===== config.mk =====
export PLATFORM = sky130hd
export DESIGN_NAME = tier_slot_sched
export DESIGN_NICKNAME = d
export VERILOG_FILES = /design/src/rtl/sched_pkg.sv /design/src/rtl/cfg_latch.sv /design/src/rtl/slot_timer.sv /design/src/rtl/role_decode.sv /design/src/rtl/tier_slot_sched.sv
export SDC_FILE = /design/constraint.sdc
export NUM_CORES = 1
export LEC_CHECK = 0
export ABC_AREA = 1
export CORE_ASPECT_RATIO = 1.25
export CORE_MARGIN = 2
export CORE_UTILIZATION = 25
export CTS_BUF_LIST = sky130_fd_sc_hd__clkbuf_4 sky130_fd_sc_hd__clkbuf_8
export CTS_CLUSTER_DIAMETER = 60
export DETAILED_ROUTE_END_ITERATION = 12
export SETUP_SLACK_MARGIN = 0.15
export SKIP_CTS_REPAIR_TIMING = 1
export SYNTH_ARGS = -nofsm -noshare
export SYNTH_HDL_FRONTEND = slang
export SYNTH_HIERARCHICAL = 1
export SYNTH_SLANG_ARGS = --single-unit

===== constraint.sdc =====
create_clock -name clk -period 3.6 [get_ports clk]
set_input_delay 0.72 -clock clk [delete_from_list [all_inputs] [get_ports clk]]
set_output_delay 0.72 -clock clk [all_outputs]
set_load 0.02 [all_outputs]

===== src/rtl/sched_pkg.sv =====
package sched_pkg;
    parameter int LEN_W  = 16;
    parameter int TIER_W = 4;
    localparam int SLOT_W = TIER_W + 1;

    typedef struct packed {
        logic [LEN_W-1:0]  slot_len;
        logic [TIER_W-1:0] num_tiers;
        logic              all_slot;
        logic [TIER_W-1:0] my_tier;
    } sched_cfg_t;

    typedef enum logic [1:0] {
        PH_IDLE = 2'd0,
        PH_SLOT = 2'd1,
        PH_GAP  = 2'd2
    } phase_e;

    // Zero length and zero tier count are treated as one.
    function automatic sched_cfg_t sanitize(input sched_cfg_t c);
        sched_cfg_t r;
        r = c;
        if (c.slot_len == '0)  r.slot_len  = LEN_W'(1);
        if (c.num_tiers == '0) r.num_tiers = TIER_W'(1);
        return r;
    endfunction

    function automatic logic [SLOT_W-1:0] last_slot(input sched_cfg_t c);
        return SLOT_W'(c.num_tiers) - SLOT_W'(1) + SLOT_W'(c.all_slot);
    endfunction
endpackage


===== src/rtl/cfg_latch.sv =====
module cfg_latch
    import sched_pkg::*;
(
    input  logic       clk,
    input  logic       rst,
    input  logic       load,
    input  sched_cfg_t cfg_in,
    output sched_cfg_t cfg_q
);
    always_ff @(posedge clk) begin
        if (rst) begin
            cfg_q <= '0;
        end else if (load) begin
            cfg_q <= sanitize(cfg_in);
        end
    end

    // a latched length or tier count is never zero once loaded
    p_cfg_nonzero_r3: assert property (@(posedge clk) disable iff (rst)
        !load |-> (cfg_q.slot_len != '0 && cfg_q.num_tiers != '0));
endmodule


===== src/rtl/slot_timer.sv =====
module slot_timer
    import sched_pkg::*;
(
    input  logic              clk,
    input  logic              rst,
    input  logic [LEN_W-1:0]  slot_len,
    input  logic [SLOT_W-1:0] last_idx,
    output logic              load,
    output logic              slot_active,
    output logic [SLOT_W-1:0] slot_idx,
    output logic              cycle_start,
    output logic              cycle_end
);
    phase_e            phase_q;
    logic [SLOT_W-1:0] idx_q;
    logic [LEN_W-1:0]  tick_q;
    logic              slot_done;

    assign slot_done = (tick_q == slot_len - LEN_W'(1));

    always_ff @(posedge clk) begin
        if (rst) begin
            phase_q <= PH_IDLE;
            idx_q   <= '0;
            tick_q  <= '0;
        end else begin
            case (phase_q)
                PH_SLOT: begin
                    if (slot_done) begin
                        tick_q <= '0;
                        if (idx_q == last_idx) begin
                            phase_q <= PH_GAP;
                            idx_q   <= '0;
                        end else begin
                            idx_q <= idx_q + SLOT_W'(1);
                        end
                    end else begin
                        tick_q <= tick_q + LEN_W'(1);
                    end
                end
                PH_IDLE, PH_GAP: begin
                    phase_q <= PH_SLOT;
                    idx_q   <= '0;
                    tick_q  <= '0;
                end
                default: begin
                    phase_q <= PH_IDLE;
                    idx_q   <= '0;
                    tick_q  <= '0;
                end
            endcase
        end
    end

    assign load        = (phase_q != PH_SLOT);
    assign slot_active = (phase_q == PH_SLOT);
    assign slot_idx    = slot_active ? idx_q : '0;
    assign cycle_start = slot_active && (idx_q == '0) && (tick_q == '0);
    assign cycle_end   = (phase_q == PH_GAP);

    p_tick_range_r2: assert property (@(posedge clk) disable iff (rst)
        slot_active |-> (tick_q < slot_len));
    p_idx_step_r2: assert property (@(posedge clk) disable iff (rst)
        (slot_active && $past(slot_active) && slot_idx != $past(slot_idx))
            |-> (slot_idx == $past(slot_idx) + SLOT_W'(1)));
    p_idx_range_r3: assert property (@(posedge clk) disable iff (rst)
        slot_active |-> (slot_idx <= last_idx));
    p_end_single_r4: assert property (@(posedge clk) disable iff (rst)
        cycle_end |=> !cycle_end);
    p_end_then_start_r4: assert property (@(posedge clk) disable iff (rst)
        cycle_end |=> cycle_start);
    p_start_slot0_r10: assert property (@(posedge clk) disable iff (rst)
        cycle_start |-> (slot_idx == '0 && !cycle_end));
endmodule


===== src/rtl/role_decode.sv =====
module role_decode
    import sched_pkg::*;
(
    input  logic              clk,
    input  logic              rst,
    input  logic              slot_active,
    input  logic [SLOT_W-1:0] slot_idx,
    input  sched_cfg_t        cfg,
    output logic              tx_en,
    output logic              rx_en,
    output logic              all_active
);
    logic [SLOT_W-1:0] tier_w;
    logic              in_net;

    assign tier_w     = SLOT_W'(cfg.my_tier);
    assign in_net     = (cfg.my_tier < cfg.num_tiers);
    assign all_active = slot_active && cfg.all_slot
                        && (slot_idx == SLOT_W'(cfg.num_tiers));

    always_comb begin
        tx_en = 1'b0;
        rx_en = 1'b0;
        if (slot_active) begin
            if (all_active) begin
                tx_en = 1'b1;
            end else if (in_net) begin
                tx_en = (slot_idx == tier_w);
                rx_en = (cfg.my_tier != '0) && (slot_idx == tier_w - SLOT_W'(1));
            end
        end
    end

    p_txrx_excl_r6: assert property (@(posedge clk) disable iff (rst)
        !(tx_en && rx_en));
    p_all_tx_r7: assert property (@(posedge clk) disable iff (rst)
        all_active |-> (tx_en && !rx_en));
    p_master_norx_r6: assert property (@(posedge clk) disable iff (rst)
        (cfg.my_tier == '0) |-> !rx_en);
endmodule


===== src/rtl/tier_slot_sched.sv =====
module tier_slot_sched
    import sched_pkg::*;
(
    input  logic              clk,
    input  logic              rst,
    input  logic [LEN_W-1:0]  cfg_slot_len,
    input  logic [TIER_W-1:0] cfg_num_tiers,
    input  logic              cfg_all_slot,
    input  logic [TIER_W-1:0] cfg_my_tier,
    output logic [SLOT_W-1:0] slot_idx,
    output logic              slot_active,
    output logic              cycle_start,
    output logic              cycle_end,
    output logic              tx_en,
    output logic              rx_en,
    output logic              all_slot_active
);
    sched_cfg_t cfg_in, cfg_q;
    logic       load;

    assign cfg_in = '{slot_len: cfg_slot_len, num_tiers: cfg_num_tiers,
                      all_slot: cfg_all_slot, my_tier: cfg_my_tier};

    cfg_latch u_cfg (
        .clk    (clk),
        .rst    (rst),
        .load   (load),
        .cfg_in (cfg_in),
        .cfg_q  (cfg_q)
    );

    slot_timer u_timer (
        .clk         (clk),
        .rst         (rst),
        .slot_len    (cfg_q.slot_len),
        .last_idx    (last_slot(cfg_q)),
        .load        (load),
        .slot_active (slot_active),
        .slot_idx    (slot_idx),
        .cycle_start (cycle_start),
        .cycle_end   (cycle_end)
    );

    role_decode u_role (
        .clk         (clk),
        .rst         (rst),
        .slot_active (slot_active),
        .slot_idx    (slot_idx),
        .cfg         (cfg_q),
        .tx_en       (tx_en),
        .rx_en       (rx_en),
        .all_active  (all_slot_active)
    );

    p_cfg_frozen_r9: assert property (@(posedge clk) disable iff (rst)
        (slot_active && !cycle_start) |-> $stable(cfg_q));
    p_gap_quiet_r4: assert property (@(posedge clk) disable iff (rst)
        cycle_end |-> (!tx_en && !rx_en && !slot_active));
endmodule


Word level (Yosys, flattened, before mapping)
Index checks and enable logic that the tools add are counted.
{"block": "op_classes", "add_sub_neg": 6, "mul": 0, "div": 0, "magnitude_cmp": 1, "n_eq_ne": 10, "shifts": 0, "n_mux": 13, "bitwise_logic": 1, "n_reduce_logical": 15}
{"cell": "16-bit zero test", "n": 2}
{"cell": "16-bit by 1-bit adder with 16-bit output, second input constant", "n": 1}
{"cell": "16-bit equality test", "n": 1}
{"cell": "16-bit 2-to-1 mux", "n": 1}
{"cell": "16-bit by 1-bit subtractor with 16-bit output, second input constant", "n": 1}
{"cell": "5-bit by 4-bit equality test with 1-bit output", "n": 2}
{"cell": "5-bit equality test", "n": 2}
{"cell": "5-bit 2-to-1 mux", "n": 2}
{"cell": "4-bit by 1-bit subtractor with 5-bit output, second input constant", "n": 2}
{"cell": "1-bit 2-to-1 mux", "n": 6}
{"cell": "5-bit by 1-bit adder with 5-bit output", "n": 1}
{"cell": "5-bit by 1-bit adder with 5-bit output, second input constant", "n": 1}
{"cell": "1-bit logical AND", "n": 5}
{"cell": "5-bit zero test", "n": 1}
{"cell": "4-bit zero test", "n": 1}
{"cell": "4-bit < comparator", "n": 1}
{"cell": "2-bit 2-to-1 mux", "n": 2}
{"cell": "4-bit 2-to-1 mux", "n": 1}
{"cell": "2-bit inequality test, second input constant", "n": 2}
{"cell": "2-bit one-hot mux with 2 select lines", "n": 1}
{"cell": "4-bit nonzero test", "n": 1}
{"cell": "2-bit OR reduction", "n": 2}
{"cell": "3-bit OR reduction", "n": 1}
{"cell": "2-bit by 1-bit equality test with 1-bit output, second input constant", "n": 1}
{"cell": "other kinds (5)", "n": 5}
{"block": "totals", "reg_bits": 48, "latchBits": 0, "mem_bits_rw": 0, "romBits": 0, "in_bits": 27, "out_inout_bits": 11, "mem_count": 0}

Logic depth before layout (Yosys ltp)
Gate-level depths: netlist of the first run.
{"block": "logic_depth", "ltp_word": 7, "ltp_mapped": 16, "ltp_nobuf": 16}

By module
Netlist of the first run, hierarchy kept.
{"module": "slot_timer", "instances": 1, "cells_per_inst": 383, "area_per_inst_um2": 2318.5, "seq_area_each_um2": 460.4}
{"module": "cfg_latch", "instances": 1, "cells_per_inst": 126, "area_per_inst_um2": 954.7, "seq_area_each_um2": 500.5}
{"module": "role_decode", "instances": 1, "cells_per_inst": 80, "area_per_inst_um2": 394.1, "seq_area_each_um2": 0.0}
{"module": "tier_slot_sched", "instances": 1, "cells_per_inst": 15, "area_per_inst_um2": 86.3, "seq_area_each_um2": 0.0}

Worst setup path before layout of the first run
OpenSTA, ideal clock, no wires.
{"block": "synth_path", "kind": "reg-to-output", "startpoint": "register u_timer.phase_q[0]", "endpoint": "output rx_en", "t_arrival_ns": 2.338, "path_slack_ns": 0.542, "stages_incl_launch_ff": 13, "cell_sequence": "dfxtp_1 inv_1 nor2_1 clkinv_1 nor2_1 inv_2 nand2_1 nand2_1 nor2_1 nand2_1 nor2_2 nand3_1 nor2_1"}
{"block": "synth_via", "elab_chain_len": 7, "elab_cells_between_ends": 10}
{"item": "start, declared", "line": "slot_timer.sv:14", "text": "phase_e phase_q;"}
{"item": "start signal, assigned", "line": "slot_timer.sv:23", "text": "phase_q <= PH_IDLE;"}
{"item": "start signal, assigned", "line": "slot_timer.sv:32", "text": "phase_q <= PH_GAP;"}
{"item": "start signal, assigned", "line": "slot_timer.sv:42", "text": "phase_q <= PH_SLOT;"}
{"item": "2-bit by 1-bit equality test with 1-bit output (*)", "line": "slot_timer.sv:56", "text": "assign slot_active = (phase_q == PH_SLOT);"}
{"item": "net slot_active", "line": "tier_slot_sched.sv:11", "text": "output logic slot_active,"}
{"item": "5-bit 2-to-1 mux (*)", "line": "slot_timer.sv:57", "text": "assign slot_idx = slot_active ? idx_q : '0;"}
{"item": "net slot_idx[1]", "line": "tier_slot_sched.sv:10", "text": "output logic [SLOT_W-1:0] slot_idx,"}
{"item": "5-bit equality test", "line": "role_decode.sv:29", "text": "rx_en = (cfg.my_tier != '0) && (slot_idx == tier_w - SLOT_W'(1));"}
{"item": "1-bit logical AND", "line": "role_decode.sv:29"}
{"item": "1-bit 2-to-1 mux", "line": "role_decode.sv:27", "text": "end else if (in_net) begin"}
{"item": "1-bit 2-to-1 mux (*)", "line": "role_decode.sv:25", "text": "if (all_active) begin"}
{"item": "1-bit 2-to-1 mux (*)", "line": "role_decode.sv:24", "text": "if (slot_active) begin"}
{"item": "end, declared", "line": "tier_slot_sched.sv:15", "text": "output logic rx_en,"}
The timed path passes the listed nets; every way through them passes the cells marked *.

Worst setup path after layout of the first run
{"block": "layout_path", "startpoint": "register u_timer.phase_q[0]", "endpoint": "output tx_en"}
{"block": "layout_via", "elab_chain_len": 6, "elab_cells_between_ends": 9}
{"item": "2-bit by 1-bit equality test with 1-bit output (*)", "line": "slot_timer.sv:56"}
{"item": "5-bit 2-to-1 mux", "line": "slot_timer.sv:57"}
{"item": "5-bit by 4-bit equality test with 1-bit output (on tied branches)", "line": "role_decode.sv:28, role_decode.sv:19"}
{"item": "1-bit 2-to-1 mux or 1-bit logical AND (tied branches)", "line": "role_decode.sv:27, role_decode.sv:19"}
{"item": "1-bit 2-to-1 mux", "line": "role_decode.sv:25"}
{"item": "1-bit 2-to-1 mux (*)", "line": "role_decode.sv:24"}
{"item": "end, declared", "line": "tier_slot_sched.sv:14", "text": "output logic tx_en,"}
Every way passes the cells marked *; elsewhere a longest branch is shown, timed or not.

==> flow_summary.yaml, run 1 <==
die:
  fp.dieH_um: 141
  die-area_mm2: 0.0160
  core_area_mm2: 0.0148
  start_util: 0.253
  std_cell_rows: 50
  ios: 38
  die_w_um: 114
sta:
  fin_tns_setup_ns: 0
  fmax_mhz: 314
  period_share: 0.883
  worst_hold_slack_ns: 0.487
  skew_ns: 0.00551
  setup_viol_count_final: 0
  max_slew.worst_pin.slew_ns: 0.566
  period_minus_slack_ns: 3.18
  relSlewSlack: 0.621
  hold_violations: 0
  maxSlewViolCount: 0
  rsz0062_at_grt: "false"
routing:
  drtPass1Iterations: 4
  drcViolationCount: 0
  routedWlPerCell_um: 11.1
  drtIter0Drc: 182
  drt_wl_total_mm: 9.17
  vias: 3626
  ant_nets: 0
  viasPerCell: 4.40
setup_path:
  cp_common_cell: "nand2_1"
  cp.required_ns: 2.88
  crit_path_start_kind: "register"
  path_class: "register to output port"
  slowest_delay_ns: 0.59
  cpMaxStageDelayCell: "clkdlybuf4s50_1"
  worstPathMaxFanout: 7
  cp_cell_sequence: "inv_1 > nor2_1 > buf_4 > clkinvlp_4 > nor2_4 > inv_2 > nand2_1 > nand3_1 > a21oi_1 > nand4_1 > nand2_1 > clkdlybuf4s50_1"
  r2r_slack_ns: 1.30
  end_kind: "output port"
  worstPathArrival_ns: 2.46
clock_tree:
  cts.clk_slew.worst_paths_ns: 0.08
  cts_tree: "built"
  htree_num_levels: 2
  cts_buffer_depth: 2
  cts_root_buf: "clkbuf_8"
  clock_latency_ns: 0.31
  numCtsBuffers: 5
  cts.sinks: 48
power:
  ir_worst_vdd_mv: 0.159
  power_mw: 1.58
  power.static_leakage_nw: 1.94
  power_density_mw_per_mm2: 356
global_route:
  grt_pass1_wl_mm: 16.4
  grt_usage: 0.124
  grt_start_max_net_pins: 29
  grt_pass1_vias: 3488
  grt-ovfl-total: 0
  antenna_found_initial: 0
logic_synthesis:
  syn-cell-area_mm2: 0.00375
  avgSynthCellArea_um2: 6.21
  synth-seq-cells: 48
  synthesis.nets: 643
  postSynthCellCount: 604
  synth_cell_types: 37
  yosysWarnings: 6
  seq_area_frac_synth: 0.256
final_layout:
  diodes: 0
  finalNetCount: 680
  syn2layout_area_growth_pct: 18.1
  mostFrequentLayoutCell: "nand2_1"
  drive_gt1_frac: 0.112
  final_cell_mix: "nand2_1, nor2_1, inv_1"
  final_core_util: 0.299
flow_run:
  cap_viol_max_count: 0
outcome:
  status: "completed"
placed_design:
  numPortBuffers: 37
  dp_hpwl_mm: 7.36
  gp_congestion: 0.842
hold_path:
  hold_class: "register to register"
## worst max-delay path: cells and delay by family (launching register included)
kind | cells | cell delay, ns
flops | 1 | 0.35
compound gates | 1 | 0.14
buf+inv | 5 | 1.07
simple gates | 6 | 0.60
## cells in the mapped netlist (all sizes together)
cell    count  area share
o21ai      35       0.047
a21oi      14       0.020
nor2      134        0.16
xnor2      16       0.037
o31ai       1      0.0020
inv        84       0.085
a21boi      1      0.0030
nor3b       2      0.0040
a31oi       1      0.0017
dfxtp      48        0.26
xor2       18       0.042
clkinv      1      0.0010
ha         12       0.040
nand4      11       0.018
nor3        7       0.013
or2         4      0.0067
nor4        3      0.0050
nand2     147        0.16
buf        10       0.025
clkbuf      3      0.0030
nand3      49       0.071
nand3b      3      0.0060
## flip-flops by register name, summed over array words and instances, names as in the netlist
register / count
u_timer/tick_q: 16
u_cfg/cfg_q: 25
u_timer/idx_q: 5
u_timer/phase_q: 2
## layer usage
layer	GRT usage	share of wire	vias to the layer above	routed length [um]
met3	0.0211	0.033	6	300
li1	-	-	1956	-
met1	0.149	0.46	1611	4170
met4	0.0385	0.014	0	132
met5	0	0	-	0
met2	0.224	0.50	53	4560
## worst paths after layout
check,from,to,cells past startpoint
min,u_timer/tick_q[0],u_timer/tick_q[0],1
max,u_timer/phase_q[0],tx_en,12
min reg2reg,u_timer/tick_q[0],u_timer/tick_q[0],1
max reg2reg,u_cfg/cfg_q[9],u_timer/tick_q[1],10
## cell type report
| type | count | area, um^2 |
|---|---|---|
| clock buffer | 8 | 97.6 |
| fill | 1644 | 10400 |
| inverter | 85 | 325 |
| multi-input combinational | 458 | 2400 |
| sequential | 48 | 961 |
| tap | 182 | 228 |
| timing repair buffer | 43 | 418 |
## cell families after synthesis
family / Yosys count / synth area share
xor+xnor: 34 / 0.0793
fa+ha+maj: 12 / 0.0400
flops: 48 / 0.256
simple gates: 360 / 0.438
buf+inv: 98 / 0.113
compound gates: 52 / 0.0730
## per-stage QoR
| step | setup slack [ns] | cells | instance area, um^2 |
|---|---|---|---|
| after floorplan | 0.542 | 604 | 3750 |
| after global placement | 0.632 | 813 | 4270 |
| after detailed placement | 0.578 | 813 | 4270 |
| after CTS | 0.224 | 821 | 4370 |
| after global routing | 0.120 | 824 | 4430 |
| final | 0.420 | 824 | 4430 |
## power breakdown
| part | internal (mW) | switching, mW |
|---|---|---|
| clock | 0.172 | 0.180 |
| sequential | 0.568 | 0.0577 |
| combinational | 0.230 | 0.369 |
| total | 0.970 | 0.607 |
No activity file was read; power rests on OpenSTA's default activity.
==> inputs of run 2 (changes only) <==
--- a/config.mk
+++ b/config.mk
@@ -6,7 +6,6 @@
 export NUM_CORES = 1
 export LEC_CHECK = 0
 export ABC_AREA = 1
-export CORE_ASPECT_RATIO = 1.25
 export CORE_MARGIN = 2
 export CORE_UTILIZATION = 25
 export CTS_BUF_LIST = sky130_fd_sc_hd__clkbuf_4 sky130_fd_sc_hd__clkbuf_8
==> flow_summary.yaml, run 2 (synthesis gave the netlist of run 1 again) <==
die:
  die_w_um: 127
  fp.dieH_um: 127
  std_cell_rows: 44
  die-area_mm2: 0.0160
  start_util: 0.257
  ios: 38
  core_area_mm2: 0.0146
hold_path:
  min-delay-start: "u_timer/tick_q[0]"
  hold_class: "register to register"
  worst_hold_path.num_cells: 1
  min_to: "u_timer/tick_q[0]"
flow_run:
  cap_viol_max_count: 0
clock_tree:
  cts_root_buf: "clkbuf_8"
  clock_latency_ns: 0.31
  cts_tree: "built"
  cts.sinks: 48
  numCtsBuffers: 5
  cts.clk_slew.worst_paths_ns: 0.09
  htree_num_levels: 2
  cts_buffer_depth: 2
final_layout:
  largest_registers: "u_cfg/cfg_q: 25 flops, u_timer/tick_q: 16 flops, u_timer/idx_q: 5 flops"
  finalNetCount: 676
  mostFrequentLayoutCell: "nand2_1"
  top_register: "u_cfg/cfg_q"
  largest_reg_flops: 25
  num-fill-cells: 1623
  final_core_util: 0.299
  diodes: 0
  syn2layout_area_growth_pct: 16.3
  final_cell_mix: "nand2_1, nor2_1, inv_1"
  multi_input_area_mm2: 0.00237
  drive_gt1_frac: 0.103
  final_cell_count_no_fill: 822
  seqCellArea_um2: 961
power:
  pwr-share-seq: 0.402
  p_int_uw: 944
  ir_worst_vdd_mv: 0.259
  swShare: 0.391
  power_density_mw_per_mm2: 355
  power.static_leakage_nw: 1.91
  power.switching_uw: 607
  clockPowerShare: 0.217
  p_comb_frac: 0.381
  power_mw: 1.55
setup_path:
  worstPathArrival_ns: 2.44
  r2r_slack_ns: 1.32
  worstPathMaxFanout: 8
  crit_path_start_kind: "register"
  cp.required_ns: 2.88
  timing.rr.start: "u_cfg/cfg_q[9]"
  end_kind: "output port"
  path_class: "register to output port"
  r2r_cells: 10
  r2r_end: "u_timer/tick_q[14]"
global_route:
  grt_usage: 0.120
  grt-ovfl-total: 0
  grt_pass1_vias: 3403
  grt_pass1_wl_mm: 15.9
  grt_start_max_net_pins: 29
  antenna_found_initial: 0
placed_design:
  dp_hpwl_mm: 7.37
  dp.cells: 814
  numPortBuffers: 37
  gp_congestion: 0.863
outcome:
  status: "completed"
routing:
  drt_wl_total_mm: 9.19
  viasPerCell: 4.37
  drtPass1Iterations: 4
  drcViolationCount: 0
  drtIter0Drc: 144
  routedWlPerCell_um: 11.2
  ant_nets: 0
  vias: 3595
sta:
  fmax_mhz: 317
  max_slew.worst_pin.slew_ns: 0.568
  rsz0062_at_grt: "false"
  period_minus_slack_ns: 3.16
  setup_viol_count_final: 0
  period_share: 0.877
  maxSlewViolCount: 0
  relSlewSlack: 0.620
  hold_violations: 0
  fin_tns_setup_ns: 0
  skew_ns: 0.00763
==> run 2: cell count changes in the layout (fill, tap and decap cells not counted), moves of 2 or more <==
| cell | change |
|---|---|
| nor2_1 | +2 |
| clkinv_2 | +2 |
| buf_4 | -4 |
| nor2_2 | +3 |
| nor2_4 | -5 |
| clkbuf_4 | -2 |
==> run 2: worst max-delay path, stage by stage (launching register included) <==
cell	delay [ns]
dfxtp_1	0.35
inv_1	0.05
nor2_2	0.17
inv_2	0.12
nor2_1	0.31
inv_1	0.10
nand2_1	0.09
nand3_1	0.08
nor2_1	0.10
nand4_1	0.10
nand2_1	0.07
clkdlybuf4s50_1	0.59
==> run 2: layer usage <==
metal / track usage / vias up / wire [um]
met4: 0.0304 / 0 / 62
met3: 0.0224 / 2 / 267
li1: - / 1945 / -
met1: 0.160 / 1606 / 4660
met5: 0 / - / 0
met2: 0.201 / 42 / 4200
==> run 2: worst max-delay path by stage <==
stage / to / start / cells after the start
3_3_place_gp: rx_en / u_timer/phase_q[0] / 13
3_5_place_dp: rx_en / u_timer/phase_q[0] / 13
6_report: tx_en / u_timer/phase_q[0] / 11
2_1_floorplan: rx_en / u_timer/phase_q[0] / 12
4_1_cts: rx_en / u_timer/phase_q[0] / 13
5_1_grt: rx_en / u_timer/phase_q[0] / 13
==> run 2: power groups by stage <==
stage	Clock [mW]	Combinational, mW	Sequential [mW]
3_3_place_gp	0	0.585	0.637
2_1_floorplan	0	0.468	0.620
6_report	0.337	0.591	0.624
5_1_grt	0.370	0.677	0.633
3_5_place_dp	0	0.588	0.637
4_1_cts	0.350	0.592	0.625
==> run 2: per-stage QoR <==
stage               worst slack, ns  cell area, um^2  hold WS, ns
floorplan                     0.542             3750        0.441
global placement              0.544             4270        0.463
detailed placement            0.498             4270        0.471
CTS                           0.140             4360        0.492
global route                  0.228             4370        0.544
finish                        0.444             4370        0.481
==> run 2: cell type report <==
cell class | instances | share of cell area
clock inverters | 2 | 0.00229
well taps | 184 | 0.0527
multi-input cells | 458 | 0.544
inverters | 85 | 0.0737
clock buffers | 6 | 0.0189
flip-flops and latches | 48 | 0.220
repair buffers | 39 | 0.0883
==> inputs of run 3 (changes only) <==
--- a/config.mk
+++ b/config.mk
@@ -6,6 +6,7 @@
 export NUM_CORES = 1
 export LEC_CHECK = 0
 export ABC_AREA = 1
+export CAP_MARGIN = 20
 export CORE_MARGIN = 2
 export CORE_UTILIZATION = 25
 export CTS_BUF_LIST = sky130_fd_sc_hd__clkbuf_4 sky130_fd_sc_hd__clkbuf_8
==> results of run 3 <==
Same layout as run 2: the final DEF is identical, and so are final timing and power.
